**src/rtl/fcf_pkg.sv**
```systemverilog
package fcf_pkg;
   typedef enum logic [1:0] {
      REG_STAT  = 2'd0,
      REG_INDEX = 2'd1,
      REG_WIN   = 2'd2,
      REG_SPARE = 2'd3
   } fcf_reg_e;

   localparam int STAT_DONE_BIT = 0;
   localparam int STAT_ACC_BIT  = 1;
   localparam int STAT_PROT_BIT = 2;
   localparam int STAT_BITS     = 3;
endpackage

```
**src/rtl/fcf_ctrl.sv**
```systemverilog
module fcf_ctrl (
   input  logic clk,
   input  logic rst_n,
   input  logic stat_wr,
   input  logic w_done,
   input  logic w_acc,
   input  logic w_prot,
   input  logic idx_wr,
   input  logic eng_done,
   input  logic eng_viol,
   output logic done_flag,
   output logic acc_err,
   output logic prot_err,
   output logic load_result,
   output logic eng_start
);
   logic launch;

   assign launch      = stat_wr & w_done & done_flag & ~acc_err & ~prot_err;
   assign load_result = eng_done & ~done_flag;

   always_ff @(posedge clk or negedge rst_n) begin
      if (!rst_n) begin
         done_flag <= 1'b1;
         acc_err   <= 1'b0;
         prot_err  <= 1'b0;
         eng_start <= 1'b0;
      end else begin
         eng_start <= launch;
         if (launch)
            done_flag <= 1'b0;
         else if (load_result)
            done_flag <= 1'b1;
         acc_err  <= (acc_err & ~(stat_wr & w_acc)) | (idx_wr & ~done_flag);
         prot_err <= (prot_err & ~(stat_wr & w_prot)) | (load_result & eng_viol);
      end
   end
endmodule

```
**src/rtl/fcf_slot_file.sv**
```systemverilog
module fcf_slot_file #(
   parameter int SLOT_W    = 16,
   parameter int NUM_SLOTS = 6,
   parameter int IDX_W     = 3
) (
   input  logic                        clk,
   input  logic                        rst_n,
   input  logic                        idx_wr,
   input  logic [IDX_W-1:0]            idx_val,
   input  logic                        win_wr,
   input  logic [SLOT_W-1:0]           win_data,
   input  logic                        load,
   input  logic [NUM_SLOTS*SLOT_W-1:0] load_data,
   output logic [IDX_W-1:0]            idx,
   output logic [SLOT_W-1:0]           win_rd,
   output logic [NUM_SLOTS*SLOT_W-1:0] slots_flat
);
   localparam int FLAT_W = NUM_SLOTS * SLOT_W;

   if (NUM_SLOTS < 1 || NUM_SLOTS > (1 << IDX_W)) begin : g_bad_slots
      $error("fcf_slot_file: NUM_SLOTS must fit the index range");
   end
   if (FLAT_W < SLOT_W) begin : g_bad_flat
      $error("fcf_slot_file: flattened width too small");
   end

   always_ff @(posedge clk or negedge rst_n) begin
      if (!rst_n)      idx <= '0;
      else if (idx_wr) idx <= idx_val;
   end

   for (genvar k = 0; k < NUM_SLOTS; k++) begin : g_slot
      logic [SLOT_W-1:0] word;
      always_ff @(posedge clk or negedge rst_n) begin
         if (!rst_n)
            word <= '0;
         else if (load)
            word <= load_data[k*SLOT_W +: SLOT_W];
         else if (win_wr && idx == IDX_W'(k))
            word <= win_data;
      end
      assign slots_flat[k*SLOT_W +: SLOT_W] = word;
   end

   always_comb begin
      win_rd = '0;
      for (int k = 0; k < NUM_SLOTS; k++)
         if (idx == IDX_W'(k)) win_rd = slots_flat[k*SLOT_W +: SLOT_W];
   end
endmodule

```
**src/rtl/flash_cmd_front.sv**
```systemverilog
module flash_cmd_front
   import fcf_pkg::*;
#(
   parameter int SLOT_W    = 16,
   parameter int NUM_SLOTS = 6,
   parameter int IDX_W     = 3
) (
   input  logic                        clk,
   input  logic                        rst_n,
   input  logic                        reg_wr,
   input  logic [1:0]                  reg_addr,
   input  logic [SLOT_W-1:0]           reg_wdata,
   output logic [SLOT_W-1:0]           reg_rdata,
   output logic                        eng_start,
   output logic [NUM_SLOTS*SLOT_W-1:0] eng_params,
   input  logic                        eng_done,
   input  logic [NUM_SLOTS*SLOT_W-1:0] eng_result,
   input  logic                        eng_viol
);
   if (SLOT_W < STAT_BITS || SLOT_W < IDX_W) begin : g_bad_width
      $error("flash_cmd_front: SLOT_W too narrow for status or index");
   end

   logic stat_wr, idx_req, win_req;
   logic done_flag, acc_err, prot_err, load_result;
   logic [IDX_W-1:0]  idx;
   logic [SLOT_W-1:0] win_rd;

   assign stat_wr = reg_wr && reg_addr == REG_STAT;
   assign idx_req = reg_wr && reg_addr == REG_INDEX;
   assign win_req = reg_wr && reg_addr == REG_WIN;

   fcf_ctrl u_ctrl (
      .clk         (clk),
      .rst_n       (rst_n),
      .stat_wr     (stat_wr),
      .w_done      (reg_wdata[STAT_DONE_BIT]),
      .w_acc       (reg_wdata[STAT_ACC_BIT]),
      .w_prot      (reg_wdata[STAT_PROT_BIT]),
      .idx_wr      (idx_req),
      .eng_done    (eng_done),
      .eng_viol    (eng_viol),
      .done_flag   (done_flag),
      .acc_err     (acc_err),
      .prot_err    (prot_err),
      .load_result (load_result),
      .eng_start   (eng_start)
   );

   fcf_slot_file #(
      .SLOT_W    (SLOT_W),
      .NUM_SLOTS (NUM_SLOTS),
      .IDX_W     (IDX_W)
   ) u_slots (
      .clk        (clk),
      .rst_n      (rst_n),
      .idx_wr     (idx_req & done_flag),
      .idx_val    (reg_wdata[IDX_W-1:0]),
      .win_wr     (win_req & done_flag),
      .win_data   (reg_wdata),
      .load       (load_result),
      .load_data  (eng_result),
      .idx        (idx),
      .win_rd     (win_rd),
      .slots_flat (eng_params)
   );

   always_comb begin
      unique case (reg_addr)
         REG_STAT:  reg_rdata = {{(SLOT_W-STAT_BITS){1'b0}}, prot_err, acc_err, done_flag};
         REG_INDEX: reg_rdata = {{(SLOT_W-IDX_W){1'b0}}, idx};
         REG_WIN:   reg_rdata = win_rd;
         default:   reg_rdata = '0;
      endcase
   end
endmodule

```
**config.mk**
```make
export PLATFORM = sky130hd
export DESIGN_NAME = flash_cmd_front
export DESIGN_NICKNAME = d
export VERILOG_FILES = /design/src/rtl/fcf_pkg.sv /design/src/rtl/fcf_ctrl.sv /design/src/rtl/fcf_slot_file.sv /design/src/rtl/flash_cmd_front.sv
export SDC_FILE = /design/constraint.sdc
export NUM_CORES = 1
export LEC_CHECK = 0
export ABC_AREA = 1
export BUFFER_PORTS_ARGS = -buffer_cell sky130_fd_sc_hd__buf_2
export CORE_MARGIN = 1.5
export CORE_UTILIZATION = 49
export CTS_CLUSTER_DIAMETER = 50
export DETAILED_ROUTE_END_ITERATION = 12
export PLACE_DENSITY_LB_ADDON = 0.1
export SLEW_MARGIN = 10
export SYNTH_ARGS = -nofsm -noshare
export SYNTH_HDL_FRONTEND = slang
export SYNTH_SLANG_ARGS = --single-unit
```
**constraint.sdc**
```tcl
create_clock -name clk -period 1.96 [get_ports clk]
set_input_delay 0.294 -clock clk [delete_from_list [all_inputs] [get_ports clk]]
set_output_delay 0.294 -clock clk [all_outputs]
set_load 0.03 [all_outputs]
```
# After elaboration in Yosys (flattened, before gate mapping)
# Cells that the tools add are included.
classes:
  n_eq_ne: 7
  mux: 21
  bitwise_logic: 20
  reduce_logical: 18
ops:
  columns: ["operator", "n"]
  rows:
  - ["$mux W16", 18]
  - ["$pmux W16 S3", 1]
  - ["$reduce_bool A2 Y1", 7]
  - ["$and A1 B1 Y1", 13]
  - ["$logic_and A1 B1 Y1", 9]
  - ["$eq A3 B2 Y1 const B", 2]
  - ["$eq A3 B3 Y1 const B", 2]
  - ["$not A1 Y1", 5]
  - ["$eq A3 B1 Y1 const B", 1]
  - ["$logic_not A3 Y1", 1]
  - ["$eq A2 B1 Y1 const B", 1]
  - ["$eq A2 B2 Y1 const B", 1]
  - ["$logic_not A2 Y1", 1]
  - ["$mux W1", 2]
  - ["$or A1 B1 Y1", 2]
totals:
  reg_bits: 103
  input_bits: 119
  output_inout_bits: 113
  elab_cells: 77

# Logic depth before layout (Yosys ltp)
depth:
  depth_word: 8
  ltp_mapped: 10
  depth_no_buf: 10

# By module
# From an unflattened synthesis, not the netlist that was laid out.
unflattened:
  hier_cells: 858
  area_unflattened_um2: 5828.1
by_module_without_submodules:
  columns: ["mod", "n_inst", "cells_each", "area_each_um2", "seq_area_each_um2"]
  rows:
  - ["fcf_slot_file", 1, 787, 5437.7, 2477.4]
  - ["flash_cmd_front", 1, 50, 217.7, 0.0]
  - ["fcf_ctrl", 1, 21, 172.7, 101.3]

# Worst setup path before layout
# Ideal clock, no wire load.
synth_timing:
  path_type: "register -> output"
  start: "register u_slots.idx[1]"
  end: "output reg_rdata[10]"
  arrival_time_ns: 1.635
  required_time_ns: 1.666
  slack_ns: 0.031
  stages_incl_launch_ff: 9
  n_path_buf: 1
  path_cell_list: "dfrtp_1 inv_2 nand3_1 buf_2 o21ai_0 nand2_1 nand2_1 nand2_1 a21oi_1"
synth_via:
  elab_chain_len: 8
  word_cells_on_any_way: 13
  cone_classes: "eq/ne (5); mux (7); reduce/logical (1)"
synth_rtl:
  columns: ["item", "line_no", "text"]
  rows:
  - ["start, declared", "fcf_slot_file.sv:14", "output logic [IDX_W-1:0] idx,"]
  - ["start signal, assigned", "fcf_slot_file.sv:29", "else if (idx_wr) idx <= idx_val;"]
  - ["$logic_not A3 Y1", "fcf_slot_file.sv:48", "if (idx == IDX_W'(k)) win_rd = slots_flat[k*SLOT_W +: SLOT_W];"]
  - ["$mux W16 (5 in a row)", "fcf_slot_file.sv:48", null]
  - ["$mux W16 *", "fcf_slot_file.sv:48", null]
  - ["$pmux W16 S3 *", "flash_cmd_front.sv:69", "unique case (reg_addr)"]
  - ["end, declared", "flash_cmd_front.sv:13", "output logic [SLOT_W-1:0] reg_rdata,"]
# Mark *: on every way between the ends. The rest lies on a longest branch, timed or not.

# Worst setup path in the final report
layout_timing:
  start: "register u_slots.idx[0]"
  end: "output reg_rdata[6]"
# Same word-level chain as after synthesis.

==> results.json <==
{
  "fin_crit_ns": 2.181,
  "dr.first_iter.drc_count": 645,
  "fin_worst_skew_ns": 0.006971,
  "grt_pass1_wl_mm": 30.86,
  "drt.antenna.violating_nets": 0,
  "fill_cells": 944,
  "power_leakage_nw": 3.643,
  "dp_hpwl_mm": 15.00,
  "setup_viol": 16,
  "max-slew-margin-rel": 0.6275,
  "pwr-share-clk": 0.119,
  "synth_area_per_cell_um2": 7.501,
  "vias": 6377,
  "ys_ff_latch": 103,
  "finalHoldViolCount": 0,
  "clk_path_buf_depth": 2,
  "p_comb_frac": 0.583,
  "max_clock_freq_mhz": 458.5,
  "cp_max_fo": 7,
  "port_buffers": 231,
  "worst_slack_ns": -0.2208,
  "synth_top_area_cell": "dfrtp_1",
  "start_util": 0.5113,
  "seq_area_frac_synth": 0.4572,
  "ios": 232,
  "overflow": 0,
  "p_switching_mw": 7.383,
  "finalPower_mw": 13.98,
  "syn_area_um2": 5640,
  "rsz0062_at_grt": "yes",
  "syn_nets": 871,
  "clock-sinks": 103,
  "path_class": "reg2out",
  "drc": 0,
  "arrival_ns": 1.89,
  "grt_usage": 0.3435,
  "antenna_cells": 0,
  "antenna_found_initial": 0,
  "synth_top_cell_area_share": 0.4525,
  "area_growth_syn_to_layout_pct": 33.19,
  "yosysUniqueCellTypes": 24,
  "critPathCaptureType": "primary output",
  "peakVddDrop_mv": 1.188,
  "p_int_mw": 6.601,
  "pwr_density_cell_nw_per_um2": 1862,
  "period_share": 1.113,
  "die-area_um2": 12160,
  "syn_inst": 752,
  "die_y_um": 110.3,
  "routabilityCongestion": 0.8765,
  "p_seq_frac": 0.298,
  "required_ns": 1.67,
  "violations": "setup timing",
  "cap_viol_max_count": 0,
  "worst_pin_slew_ns": 0.5588,
  "drive_gt1_frac": 0.3391,
  "final_util": 0.6810,
  "synth_area_leaders": "dfrtp_1, a31oi_1, nand2_1",
  "cts_root_buf": "clkbuf_16",
  "coreArea_um2": 11030,
  "wire_per_inst_um": 18.56,
  "maxSlewViolCount": 0,
  "routed_wl_mm": 20.72,
  "vias_per_cell": 5.714,
  "core.rowCount": 38,
  "first_pass_iters": 8,
  "grt_max_degree": 55,
  "clkTransAtPathRegs_ns": 0.07,
  "h-tree-depth": 3,
  "cts_tree": "yes",
  "worstSkewPairLatency_ns": 0.35,
  "hold_class": "in2reg",
  "fin_nets": 1091,
  "synth_warnings": 0,
  "grt_pass1_vias": 5794,
  "numCtsBuffers": 9,
  "fp.dieW_um": 110.3,
  "switching_share": 0.5280,
  "status": "finished with violations",
  "start_kind": "register"
}
## worst max-delay path, stage by stage (launching register included)
cell and delay, ns:
dfrtp_2 0.44, buf_6 0.14, nand3_4 0.09, buf_8 0.16
o21ai_2 0.14, nand2_1 0.10, nand2_1 0.08, nand2_2 0.07
a21oi_2 0.15, buf_6 0.15
## registers in the layout, indices dropped and copies added (netlist names)
register             count
u_slots.idx              3
u_slots.g_slot.word     96
u_ctrl.acc_err           1
u_ctrl.prot_err          1
u_ctrl.eng_start         1
u_ctrl.done_flag         1
## layout make-up
cell class                      instances  area, µm²  share of cell area
Clock buffer                           10      229.0             0.03048
Timing Repair inverter                  1      7.507           0.0009993
Sequential cell                       103       2582              0.3438
Inverter                               70      276.5             0.03681
Timing Repair Buffer                  261       1574              0.2095
Multi-Input combinational cell        526       2633              0.3504
Clock inverter                          5      35.03            0.004664
Tap cell                              140      175.2             0.02332
## placed cells by master (no fill, tap or decap), types with 2 or more instances in the layout
cell / netlist / final
buf_2: 13 / 214
nand2_1: 143 / 129
nor2_1: 108 / 107
nand3_1: 101 / 99
dfrtp_1: 102 / 99
a31oi_1: 96 / 96
inv_1: 63 / 61
o21ai_0: 46 / 29
buf_4: 12 / 24
nand2_2: 5 / 18
buf_6: 6 / 14
o21ai_1: 0 / 9
clkbuf_16: 0 / 9
o21ai_2: 0 / 7
a21oi_2: 0 / 7
buf_12: 0 / 7
nand4_1: 5 / 5
a21oi_1: 12 / 5
inv_2: 7 / 4
inv_4: 0 / 3
nor2_4: 2 / 3
nand2_4: 2 / 3
clkinv_2: 0 / 3
dfrtp_2: 0 / 3
clkinv_4: 0 / 2
nand3_4: 0 / 2
o22ai_1: 2 / 2
clkinvlp_4: 0 / 2
## logic make-up (layout without fill, tap and decap cells)
group,after synthesis,in the layout,synth area share
DFF,103,103,0.4572
and+or+nand+nor,369,369,0.2806
AOI/OAI and AO/OA,157,157,0.1615
buffers and inverters,123,347,0.1007
## layer usage
| layer | GRT usage | part of all wire | wire [µm] |
|---|---|---|---|
| met3 | 0.06055 | 0.087 | 1807 |
| met5 | 0 | 0 | 0 |
| met2 | 0.5542 | 0.48 | 9861 |
| met1 | 0.4539 | 0.40 | 8264 |
| met4 | 0.1502 | 0.038 | 784 |
## stage by stage
| stage | cells | area, µm² | setup WS [ns] | TNS, ns | hold slack [ns] |
|---|---|---|---|---|---|
| 2_1_floorplan | 752 | 5640 | 0.03068 | 0 | -0.001591 |
| 3_3_place_gp | 1091 | 6905 | -0.01950 | -0.04933 | 0.2939 |
| 3_5_place_dp | 1091 | 6905 | -0.05435 | -0.1330 | 0.2995 |
| 4_1_cts | 1115 | 7402 | -0.1956 | -2.875 | 0.2041 |
| 5_1_grt | 1116 | 7512 | -0.2956 | -4.196 | 0.2013 |
| 6_report | 1116 | 7512 | -0.2208 | -2.815 | 0.2007 |
## synthesized netlist by cell type (all sizes together)
cell type and number:
nand2 150, clkbuf 21, nand4 5, a21oi 12, o21ai 46, dfrtp 102, o22ai 2, dfstp 1
and2 1, buf 32, nor3 2, inv 70, nor2 110, a31oi 96, o31ai 1, nand3 101
## power by group through the flow
stage / combinational [mW] / clock (mW) / sequential [mW]
floorplan: 3.31 / 0 / 5.86
global placement: 7.44 / 0 / 4.12
detailed placement: 7.52 / 0 / 4.15
CTS: 7.94 / 1.68 / 4.13
global route: 8.77 / 1.76 / 4.28
finish: 8.16 / 1.66 / 4.17
## timing repair
action | 4_1_cts | 5_1_grt
resized for setup | 65 | 34
gates cloned | 3 | 0
hold buffers | 1 | 0
buffers inserted | 5 | 1
setup endpoints to repair | 16 | 51
hold endpoints to repair | 33 | 0
pin swaps | 11 | 15
## path summary, 6_finish.rpt
kind	depth (start not counted)	to	slack [ns]	startpoint
worst max-delay path	9	reg_rdata[6]	-0.22	u_slots.idx[0]
worst max register to register	8	u_slots.g_slot[3].word[11]	0.15	u_ctrl.done_flag
min in group asynchronous	2	u_ctrl.eng_start	0.46	rst_n
worst min register to register	1	u_ctrl.eng_start	0.52	u_ctrl.prot_err
worst min-delay path	3	u_ctrl.prot_err	0.20	eng_viol
max in group asynchronous	3	u_slots.g_slot[3].word[11]	0.87	rst_n
Power figures use the tool's default switching activity.
